==> config.mk <==
export PLATFORM = sky130hd
export DESIGN_NAME = cmp_step_seq
export DESIGN_NICKNAME = d
export VERILOG_FILES = /design/src/rtl/cmp_step_seq.sv
export SDC_FILE = /design/constraint.sdc
export NUM_CORES = 1
export LEC_CHECK = 0
export BUFFER_PORTS_ARGS = -buffer_cell sky130_fd_sc_hd__buf_2
export CORE_AREA = 2 2 75 95
export CTS_CLUSTER_DIAMETER = 120
export CTS_CLUSTER_SIZE = 14
export DETAILED_ROUTE_END_ITERATION = 7
export DIE_AREA = 0 0 77 97
export PLACE_DENSITY = 0.49
export SLEW_MARGIN = 20
export SYNTH_ARGS = -nofsm -noshare
export SYNTH_HDL_FRONTEND = slang
export SYNTH_SLANG_ARGS = --single-unit
==> constraint.sdc <==
create_clock -name clk -period 3.7 [get_ports clk]
set_input_delay 0.37 -clock clk [delete_from_list [all_inputs] [get_ports clk]]
set_output_delay 0.37 -clock clk [all_outputs]
set_load 0.005 [all_outputs]
==> src/rtl/cmp_step_seq.sv <==
module cmp_step_seq #(
  parameter int STEPS = 8,
  parameter int TW    = 8,
  parameter int DW    = 8
) (
  input  logic          clk,
  input  logic          rst_n,
  input  logic [3:0]    src_tick,
  input  logic          dbg_mode,
  input  logic          sleep_in,
  input  logic          wr_en,
  input  logic [1:0]    addr,
  input  logic [DW-1:0] wdata,
  output logic [DW-1:0] rdata,
  input  logic          cmp_in,
  output logic          step_act,
  output logic [$clog2(STEPS)-1:0] step_idx,
  output logic          step_done,
  output logic          irq
);
  localparam int SW = $clog2(STEPS);

  logic [1:0]       src_sel, div_sel;
  logic             run_dbg, keep_slp, flag, irq_en, busy;
  logic [TW-1:0]    tim_n, tcnt;
  logic [SW-1:0]    step;
  logic [STEPS-1:0] res;
  logic [2:0]       dcnt, dmask;

  wire frozen   = (dbg_mode & ~run_dbg) | (sleep_in & ~keep_slp);
  wire src_t    = src_tick[src_sel] & ~frozen;
  assign dmask  = {div_sel == 2'd3, div_sel[1], div_sel != 2'd0};
  wire op_tick  = src_t & (dcnt == dmask);
  wire wr_ctl   = wr_en && addr == 2'd0;
  wire wr_tim   = wr_en && addr == 2'd1;
  wire wr_int   = wr_en && addr == 2'd2;
  wire start    = wr_en && addr == 2'd3 && wdata[0] && !busy;
  wire last_stp = step == SW'(STEPS - 1);
  wire fin      = step_done & last_stp;

  assign step_done = op_tick & busy & (tcnt == tim_n);
  assign step_act  = busy;
  assign step_idx  = step;
  assign irq       = flag & irq_en;

  always_ff @(posedge clk or negedge rst_n)
    if (!rst_n)              dcnt <= '0;
    else if (start)          dcnt <= '0;
    else if (src_t)          dcnt <= (dcnt == dmask) ? 3'd0 : dcnt + 3'd1;

  always_ff @(posedge clk or negedge rst_n)
    if (!rst_n) begin
      src_sel <= '0; div_sel <= '0; run_dbg <= 1'b0; keep_slp <= 1'b0;
      tim_n <= '0; flag <= 1'b0; irq_en <= 1'b0;
    end else begin
      if (wr_ctl) begin
        if (!busy) {div_sel, src_sel} <= wdata[3:0];
        run_dbg  <= wdata[4];
        keep_slp <= wdata[5];
      end
      if (wr_tim && !busy) tim_n <= wdata[TW-1:0];
      if (wr_int) irq_en <= wdata[1];
      if (fin) flag <= 1'b1;
      else if (wr_int && wdata[0]) flag <= 1'b0;
    end

  always_ff @(posedge clk or negedge rst_n)
    if (!rst_n) begin
      busy <= 1'b0; step <= '0; tcnt <= '0; res <= '0;
    end else if (start) begin
      busy <= 1'b1; step <= '0; tcnt <= '0; res <= '0;
    end else if (busy && op_tick) begin
      if (tcnt == tim_n) begin
        res[step] <= cmp_in;
        tcnt      <= '0;
        if (last_stp) busy <= 1'b0;
        else          step <= step + SW'(1);
      end else begin
        tcnt <= tcnt + TW'(1);
      end
    end

  always_comb
    case (addr)
      2'd0:    rdata = DW'({keep_slp, run_dbg, div_sel, src_sel});
      2'd1:    rdata = DW'(tim_n);
      2'd2:    rdata = DW'({busy, 5'd0, irq_en, flag});
      default: rdata = DW'(res);
    endcase

  p_freeze_hold_r7: assert property (@(posedge clk) disable iff (!rst_n)
    busy && frozen && !start |=> $stable(tcnt) && $stable(step) && $stable(dcnt));
  p_done_flag_r4: assert property (@(posedge clk) disable iff (!rst_n)
    fin |=> !busy && flag);
  p_flag_source_r5: assert property (@(posedge clk) disable iff (!rst_n)
    $rose(flag) |-> $past(fin));
  p_tim_lock_r9: assert property (@(posedge clk) disable iff (!rst_n)
    busy && wr_tim |=> $stable(tim_n));
  p_tcnt_bound_r3: assert property (@(posedge clk) disable iff (!rst_n)
    busy |-> tcnt <= tim_n);
endmodule

==> run_results.csv <==
group,metric,value,unit
floorplanning,rows,33,
placement,numPortBuffers,33,
sta,tightest_slew,0.940,ns
worst_setup_path,endpoint_kind,"primary output",
worst_setup_path,crit_fanout,14,
global_route,grt_overflow,0,
global_route,grt_start_max_net_pins,40,
routing,vias,1735,
logic_synthesis,synth_nets,240,
status,status,"complete, no violations",
routing,first_iter_violations,102,
floorplanning,coreArea,0.00652,mm^2
sta,max_freq,386,MHz
routing,vias_per_cell,5.16,
logic_synthesis,ys_async_sr_fraction,100,%
global_route,grt_use_total,16.0,%
cts,tritoncts,"done",
worst_setup_path,critPathLaunchType,"flop",
logic_synthesis,yosysTopAreaCell,"dfrtp_1",
hold_path,hp-class,"in2async",
power,p_int,0.844,mW
power,pwr-share-comb,28.5,%
cts,clk_pin_slew,0.08,ns
power,power_density,506,mW/mm^2
floorplanning,ios,34,
sta,min_period_over_period,70.0,%
power,clkPwrFrac,22.3,%
finish,final_nets,272,
global_route,grt_pass1_wl,9260,um
sta,layout_min_cycle_time,2.59,ns
power,p_seq_share,49.2,%
logic_synthesis,ys_ff_latch,39,
finish,multiInputGateArea,0.00120,mm^2
logic_synthesis,yosysSeqAreaShare,43.8,%
floorplanning,die_w,77,um
cts,cts_buffers,5,
power,leakage,1.13,nW
finish,syn_to_final_growth,14.5,%
finish,ff_latch_area,976,um^2
floorplanning,dieArea,0.00747,mm^2
logic_synthesis,synth_top_area_share,43.8,%
sta,finalHoldViolCount,0,
floorplanning,die_h,97,um
sta,rsz0062_at_grt,"no",
global_route,antenna_found_initial,0,
worst_setup_path,cp.required,3.33,ns
worst_setup_path,setup.worst_path.class,"reg2out",
sta,drv_slew,0,
cts,clock_path_buffers,2,
logic_synthesis,synth_edf_count,0,
sta,fin_setup_tns,0,ns
cts,cts_sinks,39,
routing,antenna_left,0,
floorplanning,start_util,34.2,%
global_route,grt_pass1_vias,1703,
logic_synthesis,yosys_warnings,0,
worst_setup_path,worst_r2r_endpoint,"res[7]",
power,finalPower,1.29,mW
logic_synthesis,synth.area.top_cells,"dfrtp_1 (44%), mux2_2 (8.1%), mux2i_1 (5.8%)",
placement,hpwl,4080,um
finish,diodes,0,
worst_setup_path,cp.arrival,2.22,ns
logic_synthesis,synth_area_per_cell,10.3,um^2
power,ir_worst_vdd,0.177,mV
logic_synthesis,syn_inst,216,
logic_synthesis,synth_cell_types,37,
routing,drc,0,
logic_synthesis,synth_top_flop_cell,"dfrtp_1",
sta,whs,0.204,ns
finish,layout-drive-gt1-share,25.3,%
sta,slew-limit-headroom,37.3,%
worst_setup_path,reg2reg_depth,5,
cts,clock_latency,0.29,ns
power,p_switching,0.449,mW
run,drv_cap,0,
placement,gp_congestion,0.805,
routing,route.detailed.wl_per_inst,16.7,um
cts,cts_setup_buffers,0,
finish,fillers,684,
sta,setup_violations,0,
logic_synthesis,syn-cell-area,0.00223,mm^2
sta,skew,0.00418,ns
cts,ctsResizeCount,0,
power,sw_frac_of_total,34.7,%
routing,firstDrtPassIters,4,
cts,cts-root-buf,"clkbuf_8",
routing,drt_wl_total,5620,um
worst_setup_path,reg2reg_from,"tcnt[5]",
cts,hold_buffers,0,
worst_setup_path,r2r_slack,1.44,ns
cts,htree_levels,2,
==> final cells by class <==
cell class              count  area share, %
clock buffers               7           2.99
clock inverters             1          0.196
flip-flops and latches     39           38.2
repair buffers             35           7.06
inverters                   2          0.294
well taps                  87           4.26
multi-input cells         165           47.0
==> sequential cells by signal (all words and copies together) (netlist names) <==
signal and flops:
dcnt 3, div_sel 2, flag 1, irq_en 1, keep_slp 1, res 8, run_dbg 1, src_sel 2
step_act 1, step_idx 3, tcnt 8, tim_n 8
==> kinds of logic after synthesis <==
kind of cell	after synthesis	share of synthesized area (%)
muxes	32	16.9
xor gates and xnor gates	9	3.54
adders and majority gates	4	2.24
DFF	39	43.8
AOI/OAI and AO/OA	35	11.5
buffers and inverters	12	2.41
and+or+nand+nor	85	19.6
==> worst max-delay path by stage <==
stage | start | to | cells after the start
finish | tcnt[5] | step_done | 5
global route | tcnt[5] | step_done | 5
CTS | tcnt[5] | step_done | 5
detailed placement | tcnt[5] | res[7] | 5
global placement | tcnt[0] | step_done | 5
floorplan | div_sel[0] | res[5] | 6
==> power by group through the flow <==
stage | Sequential [mW] | Clock (mW) | Combinational [mW]
2_1_floorplan | 0.611 | 0 | 0.291
3_3_place_gp | 0.644 | 0 | 0.368
3_5_place_dp | 0.649 | 0 | 0.373
4_1_cts | 0.640 | 0.297 | 0.375
5_1_grt | 0.657 | 0.314 | 0.415
6_report | 0.637 | 0.288 | 0.369
==> metal layers <==
metal | vias up | global-route usage, % | wire [um] | part of all wire [%]
met3 | 6 | 3.45 | 146 | 2.6
met5 | - | 0 | 0 | 0
met4 | 0 | 5.22 | 78 | 1.4
li1 | 861 | - | - | -
met1 | 847 | 21.7 | 2620 | 47
met2 | 21 | 25.4 | 2780 | 49
==> cells in the mapped netlist (2+ instances only) <==
cell type and number:
nand2b_1 3, inv_1 2, nand3b_1 2, nor2b_1 7, nand2_1 23, nand4_1 5
nor2_1 9, nor4_1 6, o31ai_1 3, xor2_1 9, dfrtp_1 39, nor3_1 8
mux2_2 16, mux4_2 3, a32o_1 3, and3_1 3, ha_1 4, nand3_1 12
o21ai_0 10, buf_4 2, mux2i_1 13, clkbuf_1 7, o2bb2ai_1 2, a21oi_1 11
and2_1 2
==> layout by cell type (no fill, tap or decap), types with 8 or more instances in the layout <==
cell type,instances
o21ai_0,10
dfrtp_1,39
nand3_1,12
xor2_1,9
nor3_1,8
a21oi_1,11
nand2_1,23
mux2_2,16
buf_2,33
nor2_1,9
mux2i_1,13
==> worst max-delay path, cell delays in order, from the launching register on <==
cell and delay (ns):
dfrtp_1 0.43, xor2_1 0.18, nor4_1 0.44, nand2_1 0.40, nor2_1 0.32, buf_2 0.16
==> through the flow <==
step	setup slack, ns	util [%]	cells	cell area [um^2]
global placement	1.47	37.9	328	2470
detailed placement	1.40	37.9	328	2470
CTS	1.06	39.1	336	2550
global route	0.863	39.1	336	2550
finish	1.11	39.1	336	2550
floorplan	1.80	-	216	2230
No activity file was read; power rests on OpenSTA's default activity.
